==> src/rtl/mpx_tx_pkg.sv <==
package mpx_tx_pkg;

  localparam int unsigned DATA_W = 8;
  localparam int unsigned ADDR_W = 3;

  localparam logic [ADDR_W-1:0] A_BUF  = 3'd0;
  localparam logic [ADDR_W-1:0] A_CTRL = 3'd1;
  localparam logic [ADDR_W-1:0] A_FLAG = 3'd2;
  localparam logic [ADDR_W-1:0] A_DIVL = 3'd3;
  localparam logic [ADDR_W-1:0] A_DIVH = 3'd4;

  typedef enum logic [2:0] {
    ST_IDLE, ST_START, ST_DATA, ST_MPB, ST_STOP1, ST_STOP2
  } tx_state_e;

  // bit 0 enable, 1 tie, 2 teie, 3 len7, 4 two_stop, 5 mpb
  typedef struct packed {
    logic mpb;
    logic two_stop;
    logic len7;
    logic teie;
    logic tie;
    logic tx_en;
  } ctrl_t;

  function automatic logic [2:0] last_data_idx(input logic len7);
    return len7 ? 3'd6 : 3'd7;
  endfunction

  function automatic int unsigned frame_bits(input logic len7, input logic two_stop);
    return 2 + (len7 ? 7 : 8) + (two_stop ? 2 : 1);
  endfunction

endpackage

==> src/rtl/mpx_tx_regs.sv <==
module mpx_tx_regs
  import mpx_tx_pkg::*;
#(
  parameter int unsigned DIV_W = 16
) (
  input  logic                clk,
  input  logic                rst_n,
  input  logic                wr_en,
  input  logic [ADDR_W-1:0]   wr_addr,
  input  logic [DATA_W-1:0]   wr_data,
  input  logic                load_evt,
  input  logic                end_evt,
  output ctrl_t               ctrl,
  output logic [DATA_W-1:0]   buf_q,
  output logic [DIV_W-1:0]    div_q,
  output logic                buf_empty,
  output logic                tx_end
);

  localparam int unsigned HI_W = DIV_W - 8;

  logic clr_evt;
  assign clr_evt = wr_en && (wr_addr == A_FLAG) && !wr_data[0];

  always_ff @(posedge clk or negedge rst_n) begin
    if (!rst_n) begin
      ctrl  <= '0;
      buf_q <= '0;
      div_q <= '0;
    end else if (wr_en) begin
      case (wr_addr)
        A_BUF:  buf_q <= wr_data;
        A_CTRL: ctrl  <= ctrl_t'(wr_data[5:0]);
        A_DIVL: div_q[7:0] <= wr_data;
        A_DIVH: div_q[DIV_W-1:8] <= wr_data[HI_W-1:0];
        default: ;
      endcase
    end
  end

  always_ff @(posedge clk or negedge rst_n) begin
    if (!rst_n) begin
      buf_empty <= 1'b1;
      tx_end    <= 1'b1;
    end else if (!ctrl.tx_en) begin
      buf_empty <= 1'b1;
      tx_end    <= 1'b1;
    end else begin
      if (load_evt)     buf_empty <= 1'b1;
      else if (clr_evt) buf_empty <= 1'b0;
      if (clr_evt)      tx_end <= 1'b0;
      else if (end_evt) tx_end <= 1'b1;
    end
  end

  p_load_sets_empty_r5: assert property (@(posedge clk) disable iff (!rst_n)
    (load_evt && ctrl.tx_en) |=> buf_empty);

  p_disabled_flags_r11: assert property (@(posedge clk) disable iff (!rst_n)
    !ctrl.tx_en |=> (buf_empty && tx_end));

endmodule

==> src/rtl/mpx_tx_baud.sv <==
module mpx_tx_baud #(
  parameter int unsigned DIV_W = 16
) (
  input  logic             clk,
  input  logic             rst_n,
  input  logic             run,
  input  logic [DIV_W-1:0] div,
  output logic             tick
);

  logic [DIV_W-1:0] cnt_q;

  assign tick = run && (cnt_q >= div);

  always_ff @(posedge clk or negedge rst_n) begin
    if (!rst_n)            cnt_q <= '0;
    else if (!run || tick) cnt_q <= '0;
    else                   cnt_q <= cnt_q + 1'b1;
  end

  p_tick_spacing_r10: assert property (@(posedge clk) disable iff (!rst_n)
    (tick && div != '0) |=> (!tick || div == '0));

endmodule

==> src/rtl/mpx_tx_shifter.sv <==
module mpx_tx_shifter
  import mpx_tx_pkg::*;
(
  input  logic              clk,
  input  logic              rst_n,
  input  logic              tick,
  input  ctrl_t             cfg,
  input  logic              buf_empty,
  input  logic [DATA_W-1:0] buf_q,
  output logic              txd,
  output logic              load_evt,
  output logic              end_evt
);

  tx_state_e         state;
  logic [DATA_W-1:0] shreg;
  logic [2:0]        bit_idx;
  logic              len7_q, two_q, mpb_q, chain_q;
  logic              tx_en, line, last_stop;

  assign tx_en     = cfg.tx_en;
  assign load_evt  = tx_en && tick && !buf_empty &&
                     ((state == ST_IDLE) || (state == ST_MPB));
  assign end_evt   = tx_en && tick && buf_empty && (state == ST_MPB);
  assign last_stop = (state == ST_STOP2) || ((state == ST_STOP1) && !two_q);

  always_comb begin
    case (state)
      ST_START: line = 1'b0;
      ST_DATA:  line = shreg[0];
      ST_MPB:   line = mpb_q;
      default:  line = 1'b1;
    endcase
  end

  assign txd = tx_en ? line : 1'b1;

  always_ff @(posedge clk or negedge rst_n) begin
    if (!rst_n) begin
      state   <= ST_IDLE;
      shreg   <= '0;
      bit_idx <= '0;
      len7_q  <= 1'b0;
      two_q   <= 1'b0;
      mpb_q   <= 1'b0;
      chain_q <= 1'b0;
    end else if (!tx_en) begin
      state   <= ST_IDLE;
      chain_q <= 1'b0;
    end else begin
      if (load_evt) shreg <= buf_q;
      if (tick) begin
        case (state)
          ST_IDLE: if (!buf_empty) begin
            state  <= ST_START;
            len7_q <= cfg.len7;
            two_q  <= cfg.two_stop;
            mpb_q  <= cfg.mpb;
          end
          ST_START: begin
            state   <= ST_DATA;
            bit_idx <= '0;
          end
          ST_DATA: begin
            if (bit_idx == last_data_idx(len7_q)) begin
              state <= ST_MPB;
            end else begin
              bit_idx <= bit_idx + 1'b1;
              shreg   <= shreg >> 1;
            end
          end
          ST_MPB: begin
            state   <= ST_STOP1;
            chain_q <= !buf_empty;
          end
          default: begin
            if (state == ST_STOP1 && two_q) begin
              state <= ST_STOP2;
            end else if (chain_q) begin
              state   <= ST_START;
              chain_q <= 1'b0;
              len7_q  <= cfg.len7;
              two_q   <= cfg.two_stop;
              mpb_q   <= cfg.mpb;
            end else begin
              state <= ST_IDLE;
            end
          end
        endcase
      end
    end
  end

  p_start_low_r1: assert property (@(posedge clk) disable iff (!rst_n)
    (load_evt && state == ST_IDLE) |=> (!tx_en || !txd));

  p_chain_no_gap_r7: assert property (@(posedge clk) disable iff (!rst_n)
    (tx_en && tick && last_stop && chain_q) |=> (!tx_en || !txd));

  p_end_line_high_r8: assert property (@(posedge clk) disable iff (!rst_n)
    end_evt |=> (!tx_en || txd));

  p_bit_hold_r10: assert property (@(posedge clk) disable iff (!rst_n)
    (tx_en && !tick) |=> (!tx_en || $stable(txd)));

endmodule

==> src/rtl/mpx_uart_tx.sv <==
module mpx_uart_tx
  import mpx_tx_pkg::*;
#(
  parameter int unsigned DIV_W = 16
) (
  input  logic                clk,
  input  logic                rst_n,
  input  logic                wr_en,
  input  logic [ADDR_W-1:0]   wr_addr,
  input  logic [DATA_W-1:0]   wr_data,
  output logic                txd,
  output logic                txi_req,
  output logic                tei_req,
  output logic                buf_empty,
  output logic                tx_end
);

  ctrl_t             ctrl;
  logic [DATA_W-1:0] buf_q;
  logic [DIV_W-1:0]  div_q;
  logic              tick, load_evt, end_evt;

  mpx_tx_regs #(.DIV_W(DIV_W)) u_regs (
    .clk(clk), .rst_n(rst_n), .wr_en(wr_en), .wr_addr(wr_addr),
    .wr_data(wr_data), .load_evt(load_evt), .end_evt(end_evt),
    .ctrl(ctrl), .buf_q(buf_q), .div_q(div_q),
    .buf_empty(buf_empty), .tx_end(tx_end)
  );

  mpx_tx_baud #(.DIV_W(DIV_W)) u_baud (
    .clk(clk), .rst_n(rst_n), .run(ctrl.tx_en), .div(div_q), .tick(tick)
  );

  mpx_tx_shifter u_shift (
    .clk(clk), .rst_n(rst_n), .tick(tick), .cfg(ctrl),
    .buf_empty(buf_empty), .buf_q(buf_q), .txd(txd),
    .load_evt(load_evt), .end_evt(end_evt)
  );

  assign txi_req = buf_empty && ctrl.tie;
  assign tei_req = tx_end && ctrl.teie;

  p_end_after_empty_r8: assert property (@(posedge clk) disable iff (!rst_n)
    $rose(tx_end) |-> buf_empty);

endmodule

==> config.mk <==
export PLATFORM = sky130hd
export DESIGN_NAME = mpx_uart_tx
export DESIGN_NICKNAME = d
export VERILOG_FILES = /design/src/rtl/mpx_tx_pkg.sv /design/src/rtl/mpx_tx_regs.sv /design/src/rtl/mpx_tx_baud.sv /design/src/rtl/mpx_tx_shifter.sv /design/src/rtl/mpx_uart_tx.sv
export SDC_FILE = /design/constraint.sdc
export NUM_CORES = 1
export LEC_CHECK = 0
export ABC_CLOCK_PERIOD_IN_PS = 2830
export BUFFER_PORTS_ARGS = -buffer_cell sky130_fd_sc_hd__buf_2
export CAP_MARGIN = 10
export CORE_MARGIN = 2
export CORE_UTILIZATION = 55
export DETAILED_ROUTE_END_ITERATION = 12
export PLACE_DENSITY = 0.72
export SYNTH_ARGS = -nofsm -noshare
export SYNTH_HDL_FRONTEND = slang
export SYNTH_HIERARCHICAL = 1
export SYNTH_SLANG_ARGS = --single-unit
==> constraint.sdc <==
create_clock -name clk -period 2.83 [get_ports clk]
set_clock_uncertainty 0.1 [all_clocks]
set_input_delay 0.1415 -clock clk [delete_from_list [all_inputs] [get_ports clk]]
set_output_delay 0.1415 -clock clk [all_outputs]
set_load 0.005 [all_outputs]
# Word-level counts from Yosys, hierarchy flattened
# Cells that the tools add are included.
[totals]
ramBits = 0
memories = 0
regBits = 66
output_inout_bits = 5
mem_bits_ro = 0
latchBits = 0
inputBits = 14
[classes]
n_reduce_logical = 30
order_cmp = 1
addsub = 2
div_mod_pow = 0
shifts = 0
n_eq_ne = 19
bitwise_logic = 1
mul = 0
mux = 39
[op_table]
columns = ["op", "count"]
rows = [
  ["$mux 8", 4],
  ["$mux 1", 21],
  ["$mux 3", 6],
  ["$add 16x1->16 const B", 1],
  ["$ge 16x16->1", 1],
  ["$mux 16", 1],
  ["$eq 3x2->1 const B", 4],
  ["$pmux 3 s4", 1],
  ["$logic_and 1x1->1", 11],
  ["$ne 3x3->1 const B", 3],
  ["$pmux 1 s2", 4],
  ["$reduce_and 2->1", 4],
  ["$eq 3x1->1 const B", 2],
  ["$eq 3x3->1 const B", 2],
  ["$logic_not 3->1", 2],
  ["$ne 2x2->1 const B", 3],
  ["$ne 3x2->1 const B", 2],
  ["$pmux 3 s2", 1],
  ["$reduce_and 3->1", 2],
  ["$reduce_and 6->1", 1],
  ["$reduce_or 3->1", 2],
  ["$ne 2x1->1 const B", 2],
  ["$reduce_and 4->1", 1],
  ["$reduce_bool 2->1", 2],
  ["6 further kinds", 9],
]

# Longest topological paths before layout
[depth]
ltp_word = 9
depth_mapped = 12
mapped_depth_nobuf = 11

# Cells and area by module
# The synthesis kept the hierarchy.
[by_module_without_submodules]
columns = ["mod", "instances", "area_per_inst_um2", "cells_per_inst"]
rows = [
  ["mpx_tx_regs", 1, 1267.5, 75],
  ["mpx_tx_baud", 1, 1182.4, 127],
  ["mpx_tx_shifter", 1, 1017.2, 105],
  ["mpx_uart_tx", 1, 12.5, 2],
]

# Worst setup path after synthesis
# Ideal clock, no wire load.
[synth_timing]
path_kind = "reg2reg"
from = "reg u_baud.cnt_q[13]"
to = "reg u_regs.buf_empty"
arrival_time_ns = 2.607
path_stages_with_launch = 12
period_less_slack_ns = 2.780
slack_ns = 0.050
required_ns = 2.657
cell_sequence = "dfrtp_1 > ha_1 > nand4_1 > nor3_1 > nor4_2 > a31oi_1 > nand3b_2 > or4_4 > buf_6 > inv_1 > and4bb_2 > a21oi_1"
[synth_via]
elab_chain_cells = 7
elab_cells_between_ends = 8
cone_classes = "order compare (1); eq/ne (1); mux (2); reduce/logical (4)"
[synth_lines]
columns = ["item", "line_no", "text"]
rows = [
  ["from (decl)", "mpx_tx_baud.sv:11", "logic [DIV_W-1:0] cnt_q;"],
  ["from (signal assigned)", "mpx_tx_baud.sv:18", "else cnt_q <= cnt_q + 1'b1;"],
  ["$ge 16x16->1 (*)", "mpx_tx_baud.sv:13", "assign tick = run && (cnt_q >= div);"],
  ["$logic_and 1x1->1 (*)", "mpx_tx_baud.sv:13", ""],
  ["via tick", "mpx_uart_tx.sv:21", "logic tick, load_evt, end_evt;"],
  ["$logic_and 1x1->1 (*) (3 in series)", "mpx_tx_shifter.sv:22", "assign load_evt = tx_en && tick && !buf_empty &&"],
  ["via load_evt", "mpx_uart_tx.sv:21", ""],
  ["$mux 1", "mpx_tx_regs.sv:49", "if (load_evt) buf_empty <= 1'b1;"],
  ["$mux 1", "mpx_tx_regs.sv:45", "end else if (!ctrl.tx_en) begin"],
  ["to (signal assigned)", "mpx_tx_regs.sv:46", "buf_empty <= 1'b1;"],
  ["to (signal assigned)", "mpx_tx_regs.sv:49", ""],
  ["to (signal assigned)", "mpx_tx_regs.sv:50", "else if (clr_evt) buf_empty <= 1'b0;"],
  ["to (decl)", "mpx_tx_regs.sv:16", "output logic buf_empty,"],
]
# The timed path passes the listed nets; every way through them passes the cells marked *.
# A chain may end at the register's enable or synchronous reset.

# Final worst setup path
[layout_timing]
from = "reg u_baud.cnt_q[12]"
to = "reg u_regs.buf_empty"
# Same word-level chain as after synthesis.

==> impl_metrics.py <==
metrics = {
    "status": {
        "outcome": "finished, final reports clean",
    },
    "logic_synthesis": {
        "syn-cell-area_sq_um": 3480,
        "syn_nets": 341,
        "synth-edff-count": 0,
        "ys.flop_type": "dfrtp_1",
        "async_reset_ff_frac": 1.00,
        "synth_warnings": 6,
        "ys_ff_latch": 66,
        "syn_area_per_cell_sq_um": 11.3,
        "syn-instance-count": 309,
        "yosysUniqueCellTypes": 54,
        "ys_seq_area_frac": 0.475,
    },
    "clocking": {
        "clock_latency_ps": 340,
        "numCtsBuffers": 9,
        "clockRootBuffer": "clkbuf_8",
        "clock_path_buffers": 2,
        "path_clk_slew_ps": 70,
        "cts_tree": "yes",
        "htreeDepth": 3,
        "cts_num_sinks": 66,
    },
    "final_layout": {
        "synthToLayoutAreaGrowth_pct": 16.0,
        "layout_commonest_cell": "dfrtp_1",
        "final_cell_mix": "dfrtp_1, mux2_2, inv_1",
        "fin_nets": 375,
        "fin_cells": 422,
        "drive_gt1_frac": 0.305,
        "diodes": 0,
    },
    "placement": {
        "port_buffers": 18,
        "dp_cells": 399,
        "place_congestion": 0.764,
        "dp_hpwl_microns": 4860,
        "dpl_worst_slack_ps": -18.2,
    },
    "timing": {
        "period_needed_ps": 2720,
        "holdWs_ps": 17.7,
        "hold_viol_final": 0,
        "setup_viol": 0,
        "worst_pin_slew_ps": 670,
        "slew_headroom": 0.553,
        "min_period_over_period": 0.960,
        "max_freq_mhz": 368,
        "slew_violations": 0,
        "setup_ws_ps": 113,
    },
    "die": {
        "fp.dieH_microns": 83.5,
        "fp.dieW_microns": 83.5,
        "num_rows": 28,
        "initial_core_util": 0.577,
        "io_pins": 19,
        "core_area_sq_um": 6030,
        "dieArea_sq_um": 6980,
    },
    "critical_path": {
        "r2r_cells": 10,
        "critPathKind": "register to register",
        "reg2reg_slack_ps": 110,
        "worst-path-max-fanout": 3,
        "arrival_ps": 2890,
        "crit_path_top_delay_cell": "or4_4",
        "endpoint_kind": "register",
        "critPathMaxStageDelay_ps": 540,
        "path_cells": "ha_1, nand4_1, nor2_2, nand4_4, a31oi_4, nand3b_2, or4_4, inv_2, and4bb_2, a21oi_1",
        "r2r-start": "u_baud/cnt_q[12]",
        "cp.required_ps": 3000,
        "r2r_end": "u_regs/buf_empty",
        "setup.worst_path.start_class": "register",
    },
    "global_route": {
        "antenna_found_initial": 0,
        "grt_start_max_net_pins": 40,
        "grt_overflow": 0,
        "grt_pass1_vias": 2421,
        "grt_first_pass_wirelength_microns": 11900,
        "gr-usage-all-layers": 0.217,
    },
    "worst_hold_path": {
        "holdPathEnd": "u_regs/div_q[8]",
        "hold_class": "input port to register",
        "hold_depth": 2,
        "holdCritStartpoint": "wr_data[0]",
    },
    "routing": {
        "drt-pass1-iter-count": 4,
        "drtIter0Drc": 197,
        "viasPerCell": 5.73,
        "routed_wirelength_microns": 7070,
        "wire_per_inst_microns": 16.7,
        "postRouteAntennaNets": 0,
        "drc": 0,
        "vias": 2418,
    },
    "power_and_ir_drop": {
        "fin_total_pwr_mw": 2.33,
        "vdd_drop_max_uv": 408,
        "power_density_nw_per_um2": 576,
        "leakagePower_nw": 1.88,
    },
    "flow_run": {
        "drv_cap": 0,
    },
}
power breakdown:
group          total, mW  switching, mW  internal, mW
combinational      0.388          0.207         0.181
clock              0.819          0.346         0.473
sequential          1.12         0.0673          1.05
total               2.33          0.620          1.71
cell usage after synthesis, drive strengths merged (2+ instances only):
cell type	instances	area [sq um]
dfrtp	64	1600
mux2	33	372
nor2	24	115
inv	22	82.6
nand2	19	78.8
ha	18	225
a21oi	13	68.8
xor2	12	105
nand3	10	50.1
nand4	7	65.1
o22ai	7	43.8
a2bb2oi	6	52.6
and2	5	31.3
buf	5	37.5
clkbuf	5	18.8
nor3b	5	37.5
o21ai	5	25.0
and3	4	25.0
and4	4	35.0
nor2b	4	25.0
and4bb	3	37.5
nand2b	3	18.8
xnor2	3	26.3
a21o	2	15.0
a31oi	2	12.5
dfstp	2	52.6
mux2i	2	20.0
nor4	2	18.8
area by class of cell:
class | instances | area [sq um]
inverters | 22 | 82.6
multi-input cells | 211 | 1770
well taps | 75 | 93.8
repair buffers | 33 | 236
clock inverters | 2 | 35.0
flip-flops and latches | 66 | 1650
clock buffers | 13 | 169
fillers | 475 | 1990
flip-flops by register name (all words and copies together), names as in the netlist:
| signal | cells |
|---|---|
| u_regs/div_q | 16 |
| u_shift/shreg | 8 |
| u_regs/ctrl | 6 |
| u_shift/mpb_q | 1 |
| u_shift/len7_q | 1 |
| u_regs/buf_q | 8 |
| u_shift/chain_q | 1 |
| u_regs/buf_empty | 1 |
| u_shift/state | 3 |
| u_shift/bit_idx | 3 |
| u_baud/cnt_q | 16 |
| u_regs/tx_end | 1 |
| u_shift/two_q | 1 |
timing repair:
item,CTS,global route
hold buffers,7,0
gates resized for setup,1,12
setup endpoints to repair,7,9
hold endpoints to repair,40,0
pin swaps,0,5
setup buffers,0,1
stage by stage:
| stage | TNS (ps) | instance area, sq um | util |
|---|---|---|---|
| 6_report | 0 | 4040 | 0.670 |
| 5_1_grt | -4.99 | 4040 | 0.670 |
| 4_1_cts | 0 | 3950 | 0.656 |
| 3_5_place_dp | -77.7 | 3670 | 0.609 |
| 3_3_place_gp | 0 | 3670 | 0.609 |
| 2_1_floorplan | 0 | 3480 | - |
metal layers:
metal,share of wire,global-route usage
met1,0.45,0.269
met2,0.52,0.376
met3,0.015,0.0326
met4,0.015,0.0968
met5,0,0
cells by family after synthesis:
logic type	count (synthesis)	synth area share
xor gates and xnor gates	15	0.0378
muxes	35	0.113
AOI/OAI and AO/OA	46	0.0906
adders and majority gates	18	0.0647
DFF	66	0.475
and+or+nand+nor	97	0.179
buffers and inverters	32	0.0399
how the worst max path moves through the flow:
stage	to	from	depth (start not counted)
floorplan	u_regs/buf_empty	u_baud/cnt_q[13]	11
global placement	u_shift/shreg[6]	u_baud/cnt_q[13]	10
detailed placement	u_shift/shreg[1]	u_baud/cnt_q[15]	10
CTS	u_regs/buf_empty	u_regs/div_q[13]	11
global route	u_regs/buf_empty	u_regs/div_q[10]	11
finish	u_regs/buf_empty	u_baud/cnt_q[12]	10
worst max-delay path: cells and delay by family (launching register included):
kind,cells,cell delay (ps)
compound gates,2,350
fa+ha+maj,1,290
buf+inv,1,90
flops,1,410
simple gates,6,1410
Power figures use the tool's default switching activity.
